--- src/rtl/lmd_pkg.sv ---
package lmd_pkg;

  typedef enum logic [1:0] {
    CMD_IDLE,
    CMD_SELECT,
    CMD_NEWLINE,
    CMD_WRITE
  } lmd_cmd_e;

  // Line that follows line r in a grid of "lines" lines, wrapping to 0.
  function automatic int unsigned lmd_next_line(input int unsigned r,
                                                input int unsigned lines);
    return (r + 1 >= lines) ? 0 : r + 1;
  endfunction

  // Flat cell number for line r, column c.
  function automatic int unsigned lmd_cell_of(input int unsigned r,
                                              input int unsigned c,
                                              input int unsigned cols);
    return r * cols + c;
  endfunction

  // PWM slot decision: lit while the phase is below the level.
  function automatic logic lmd_lit(input int unsigned level,
                                   input int unsigned phase);
    return phase < level;
  endfunction

endpackage

--- src/rtl/lmd_cursor.sv ---
module lmd_cursor
  import lmd_pkg::*;
#(
  parameter int ROWS   = 5,
  parameter int COLS   = 5,
  parameter int DEV_W  = 8,
  parameter int DEV_ID = 3,
  parameter int ROW_W  = 3,
  parameter int COL_W  = 3,
  parameter int IDX_W  = 5
) (
  input  logic             clk,
  input  logic             rst_n,
  input  logic             sel_valid,
  input  logic [DEV_W-1:0] sel_dev,
  input  logic             nl_valid,
  input  logic             wr_valid,
  output logic             active,
  output logic [ROW_W-1:0] row,
  output logic [COL_W-1:0] col,
  output logic [IDX_W-1:0] store_idx,
  output logic             ev_select,
  output logic             ev_deselect,
  output logic             ev_newline,
  output logic             ev_store
);

  localparam logic [COL_W-1:0] COL_LIM = COL_W'(COLS);
  localparam logic [DEV_W-1:0] MY_DEV  = DEV_W'(DEV_ID);

  lmd_cmd_e cmd;

  always_comb begin
    if (sel_valid)     cmd = CMD_SELECT;
    else if (nl_valid) cmd = CMD_NEWLINE;
    else if (wr_valid) cmd = CMD_WRITE;
    else               cmd = CMD_IDLE;
  end

  assign ev_select   = (cmd == CMD_SELECT) && (sel_dev == MY_DEV);
  assign ev_deselect = (cmd == CMD_SELECT) && (sel_dev != MY_DEV);
  assign ev_newline  = (cmd == CMD_NEWLINE) && active;
  assign ev_store    = (cmd == CMD_WRITE) && active && (col < COL_LIM);
  assign store_idx   = IDX_W'(lmd_cell_of(32'(row), 32'(col), COLS));

  always_ff @(posedge clk) begin
    if (!rst_n) begin
      active <= 1'b0;
      row    <= '0;
      col    <= '0;
    end else if (ev_select) begin
      active <= 1'b1;
      row    <= '0;
      col    <= '0;
    end else if (ev_deselect) begin
      active <= 1'b0;
    end else if (ev_newline) begin
      row <= ROW_W'(lmd_next_line(32'(row), ROWS));
      col <= '0;
    end else if (ev_store) begin
      col <= col + 1'b1;
    end
  end

endmodule

--- src/rtl/lmd_cell_store.sv ---
module lmd_cell_store #(
  parameter int CELLS = 25,
  parameter int LVL_W = 4,
  parameter int IDX_W = 5
) (
  input  logic                   clk,
  input  logic                   rst_n,
  input  logic                   we,
  input  logic [IDX_W-1:0]       idx,
  input  logic [LVL_W-1:0]       level,
  output logic [CELLS*LVL_W-1:0] levels
);

  for (genvar g = 0; g < CELLS; g++) begin : g_cell
    logic [LVL_W-1:0] q;
    always_ff @(posedge clk) begin
      if (!rst_n)                            q <= '0;
      else if (we && (idx == IDX_W'(g)))     q <= level;
    end
    assign levels[g*LVL_W +: LVL_W] = q;
  end

endmodule

--- src/rtl/lmd_pwm.sv ---
module lmd_pwm
  import lmd_pkg::*;
#(
  parameter int CELLS = 25,
  parameter int LVL_W = 4
) (
  input  logic                   clk,
  input  logic                   rst_n,
  input  logic [CELLS*LVL_W-1:0] levels,
  output logic [LVL_W-1:0]       phase,
  output logic [CELLS-1:0]       lights
);

  always_ff @(posedge clk) begin
    if (!rst_n) phase <= '0;
    else        phase <= phase + 1'b1;
  end

  for (genvar g = 0; g < CELLS; g++) begin : g_drv
    always_ff @(posedge clk) begin
      if (!rst_n) lights[g] <= 1'b0;
      else        lights[g] <= lmd_lit(32'(levels[g*LVL_W +: LVL_W]), 32'(phase));
    end
  end

endmodule

--- src/rtl/led_matrix_ctrl.sv ---
module led_matrix_ctrl #(
  parameter int ROWS   = 5,
  parameter int COLS   = 5,
  parameter int LVL_W  = 4,
  parameter int DEV_W  = 8,
  parameter int DATA_W = 8,
  parameter int DEV_ID = 3
) (
  input  logic              clk,
  input  logic              rst_n,
  input  logic              sel_valid,
  input  logic [DEV_W-1:0]  sel_dev,
  input  logic              wr_valid,
  input  logic [DATA_W-1:0] wr_data,
  input  logic              nl_valid,
  output logic [ROWS*COLS-1:0] lights
);

  localparam int CELLS = ROWS * COLS;
  localparam int ROW_W = (ROWS > 1) ? $clog2(ROWS) : 1;
  localparam int COL_W = $clog2(COLS + 1);
  localparam int IDX_W = (CELLS > 1) ? $clog2(CELLS) : 1;

  logic                   cur_active;
  logic [ROW_W-1:0]       cur_row;
  logic [COL_W-1:0]       cur_col;
  logic [IDX_W-1:0]       cur_idx;
  logic                   ev_select;
  logic                   ev_deselect;
  logic                   ev_newline;
  logic                   ev_store;
  logic [CELLS*LVL_W-1:0] cell_levels;
  logic [LVL_W-1:0]       pwm_phase;

  lmd_cursor #(
    .ROWS(ROWS), .COLS(COLS), .DEV_W(DEV_W), .DEV_ID(DEV_ID),
    .ROW_W(ROW_W), .COL_W(COL_W), .IDX_W(IDX_W)
  ) u_cursor (
    .clk        (clk),
    .rst_n      (rst_n),
    .sel_valid  (sel_valid),
    .sel_dev    (sel_dev),
    .nl_valid   (nl_valid),
    .wr_valid   (wr_valid),
    .active     (cur_active),
    .row        (cur_row),
    .col        (cur_col),
    .store_idx  (cur_idx),
    .ev_select  (ev_select),
    .ev_deselect(ev_deselect),
    .ev_newline (ev_newline),
    .ev_store   (ev_store)
  );

  lmd_cell_store #(.CELLS(CELLS), .LVL_W(LVL_W), .IDX_W(IDX_W)) u_cells (
    .clk   (clk),
    .rst_n (rst_n),
    .we    (ev_store),
    .idx   (cur_idx),
    .level (wr_data[LVL_W-1:0]),
    .levels(cell_levels)
  );

  lmd_pwm #(.CELLS(CELLS), .LVL_W(LVL_W)) u_pwm (
    .clk   (clk),
    .rst_n (rst_n),
    .levels(cell_levels),
    .phase (pwm_phase),
    .lights(lights)
  );

endmodule

--- config.mk ---
export PLATFORM = sky130hd
export DESIGN_NAME = led_matrix_ctrl
export DESIGN_NICKNAME = d
export VERILOG_FILES = /design/src/rtl/lmd_pkg.sv /design/src/rtl/lmd_cursor.sv /design/src/rtl/lmd_cell_store.sv /design/src/rtl/lmd_pwm.sv /design/src/rtl/led_matrix_ctrl.sv
export SDC_FILE = /design/constraint.sdc
export NUM_CORES = 1
export LEC_CHECK = 0
export CORE_UTILIZATION = 38
export CTS_CLUSTER_DIAMETER = 40
export DETAILED_ROUTE_END_ITERATION = 12
export PLACE_DENSITY_LB_ADDON = 0.25
export SYNTH_ARGS = -nofsm -noshare
export SYNTH_HDL_FRONTEND = slang
export SYNTH_SLANG_ARGS = --single-unit
--- constraint.sdc ---
create_clock -name clk -period 5.3 [get_ports clk]
set_input_delay 1.59 -clock clk [delete_from_list [all_inputs] [get_ports clk]]
set_output_delay 1.59 -clock clk [all_outputs]
set_load 0.1 [all_outputs]
==> impl_metrics.toml <==
[routing]
vias_per_cell = 4.689
finalWirelength_mm = 14.16
drt_iter0_drc = 282
first_pass_iters = 4
drt-wirelength-per-cell_um = 13.38
vias = 4961
drc = 0
antenna_left = 0

[timing]
skew_ps = 8.963
grt_setup_unrepaired = "false"
hold_viol = 0
worst_pin_slew_ps = 1131
finalSetupViolCount = 0
fin_crit_sh_pct = 64.95
final_max_slew_viol_count = 0
setup_tns_ps = 0
min_period_ps = 3442
max_freq_ghz = 0.2905
relSlewSlack_pct = 24.41

[synth]
synth_area_leaders = "dfxtp_1, ha_1, mux2i_1"
synth_edf_count = 0
avgSynthCellArea_sq_um = 9.891
ys.flop_type = "dfxtp_1"
yosysWarnings = 0
synth_most_common_cell = "dfxtp_1"
ys_ff_latch = 136
synthDominantCellAreaShare_pct = 36.65
synth_nets = 861
synth.largest_area_cell = "dfxtp_1"
syn_inst = 751
yosys-top-cells-count = "dfxtp_1, nand2_1, mux2i_1"
ys_seq_area_share_pct = 36.65
async_reset_ff_share_pct = 0
synth_cell_types = 43
netlist_area_sq_um = 7428

[power_and_ir_drop]
power_frac_seq_pct = 41.4
pwr-share-clk_pct = 45.8
p_int_w = 0.001886
p_switching_w = 0.0006679
p_per_area_nw_per_um2 = 296.3
switching_share_pct = 26.15
comb_power_share_pct = 12.9
ir_drop_mv = 0.2126
p_leak_nw = 3.376

[grt]
grt_pass1_wl_mm = 24.54
antenna_found_initial = 0
grt_remaining_overflow = 0
grt_max_degree = 88
globalRouteTotalUtil_pct = 15.63
first_global_vias = 4874

[cts]
postCtsSetupBuffers = 0
h-tree-depth = 4
clk_latency_ps = 420
clk_pin_slew_ps = 60
ctsHoldBuffers = 0
clockBufferDepth = 2
cts-buffers-inserted = 17
ctsResizeCount = 0
cts_root_buf = "clkbuf_16"
cts_sinks = 136
cts_tree = "done"

[worst_setup_path]
slowest_delay_ps = 1120
worstSetupPathType = "flip-flop to output pin"
path_cells = "clkdlybuf4s50_1"
path_buf_inv = 1
end_kind = "output pin"
crit_path_top_delay_cell = "clkdlybuf4s50_1"
critPathLaunchType = "flip-flop"
path_delay_family = "buffers and inverters"
cp.arrival_ps = 1850
cp.required_ps = 3710
critPathMaxFanout = 1

[finish]
n_antenna_cell = 0
layout.nets = 896
postLayoutCellArea_sq_um = 8621
syn_to_final_growth_pct = 16.05
drive_above_1_share_pct = 8.897

[placement]
hpwlAfterDp_mm = 8.878
placed_cell_area_sq_um = 8038
place_congestion = 0.7567
portBuffers = 41

[floorplan]
die_h_um = 141.8
die_w_um = 141.8
num_rows = 50
io_pins = 46
coreArea_sq_um = 18960
die_area_sq_um = 20110
start_util_pct = 39.19

[run]
cap_violations = 0

[status]
status = "completed"

[min_path]
hp-class = "flip-flop to flip-flop"
==> layer usage <==
| layer | GRT usage [%] | wire length [um] | vias to the layer above |
|---|---|---|---|
| met2 | 26.08 | 6656 | 38 |
| met5 | 0 | 0 | - |
| met1 | 20.13 | 7013 | 2304 |
| met4 | 3.905 | 135 | 0 |
| met3 | 3.881 | 353 | 9 |
| li1 | - | - | 2610 |
==> final cells by class <==
| class | instances | area, sq um |
|---|---|---|
| clock buffer | 23 | 488.0 |
| sequential | 136 | 2723 |
| tap | 260 | 325.3 |
| clock inverter | 8 | 95.09 |
| inverter | 80 | 300.3 |
| timing repair buffer | 48 | 460.4 |
| fill | 1824 | 10330 |
| multi-input combinational | 503 | 4229 |
==> state kept, by name (all words and copies together), names as in the netlist <==
register / flops
u_cursor.col: 3
u_cursor.active: 1
u_pwm.phase: 4
u_cells.g_cell.q: 100
u_pwm.lights: 25
u_cursor.row: 3
==> cells in the final DEF, fill, tap and decap left out, types with 3 or more instances in the layout <==
| cell type | n |
|---|---|
| dfxtp_1 | 136 |
| nand2_1 | 108 |
| mux2i_1 | 101 |
| ha_1 | 88 |
| inv_1 | 80 |
| nand2b_1 | 54 |
| a21o_1 | 50 |
| clkdlybuf4s50_1 | 40 |
| a21oi_1 | 28 |
| clkbuf_16 | 17 |
| nor4_4 | 16 |
| o211ai_2 | 9 |
| buf_4 | 8 |
| nand3_1 | 5 |
| nor2_1 | 5 |
| and2_1 | 4 |
| xor2_1 | 4 |
| clkbuf_8 | 4 |
| clkinv_2 | 4 |
| nor3_1 | 3 |
==> power by group through the flow <==
stage | sequential (W) | clock (W) | combinational [W]
4_1_cts | 0.00106 | 0.00120 | 0.000333
3_5_place_dp | 0.00108 | 0 | 0.000331
5_1_grt | 0.00106 | 0.00125 | 0.000354
2_1_floorplan | 0.00121 | 0 | 0.000114
6_report | 0.00106 | 0.00117 | 0.000329
3_3_place_gp | 0.00108 | 0 | 0.000330
==> metrics by stage <==
| step | cells | hold WS, ps | power (W) | worst slack [ps] | util, % |
|---|---|---|---|---|---|
| floorplan | 751 | 434.7 | 0.001322 | 2322 | - |
| global placement | 1027 | 442.6 | 0.001409 | 1453 | 42.40 |
| detailed placement | 1027 | 447.4 | 0.001411 | 1414 | 42.40 |
| CTS | 1058 | 457.9 | 0.002588 | 1828 | 45.48 |
| global route | 1058 | 466.8 | 0.002659 | 1702 | 45.48 |
| finish | 1058 | 454.1 | 0.002554 | 1858 | 45.48 |
==> worst paths after layout <==
check	startpoint	to	slack, ps	cells after the start
max reg2reg	u_cursor.row[2]$_SDFFE_PP0P_	u_cells.g_cell[1].q[0]$_SDFFE_PN0P_	2070	7
min reg2reg	u_cells.g_cell[9].q[2]$_SDFFE_PN0P_	u_cells.g_cell[9].q[2]$_SDFFE_PN0P_	450	2
max	u_pwm.lights[13]$_SDFF_PN0_	lights[13]	1860	1
min	u_cells.g_cell[9].q[2]$_SDFFE_PN0P_	u_cells.g_cell[9].q[2]$_SDFFE_PN0P_	450	2
==> cells by family (layout without fill, tap and decap cells) <==
| logic type | count (synthesis) | in the layout | synth area share (%) |
|---|---|---|---|
| AND/OR/NAND/NOR | 212 | 212 | 17.97 |
| flip-flops | 136 | 136 | 36.65 |
| buffers and inverters | 112 | 159 | 6.417 |
| multiplexers | 101 | 101 | 13.61 |
| AO/OA/AOI/OAI | 94 | 94 | 9.331 |
| adder cells (fa/ha/maj) | 89 | 89 | 15.09 |
| XOR/XNOR | 7 | 7 | 0.9264 |
(Power assumes the default switching activity.)
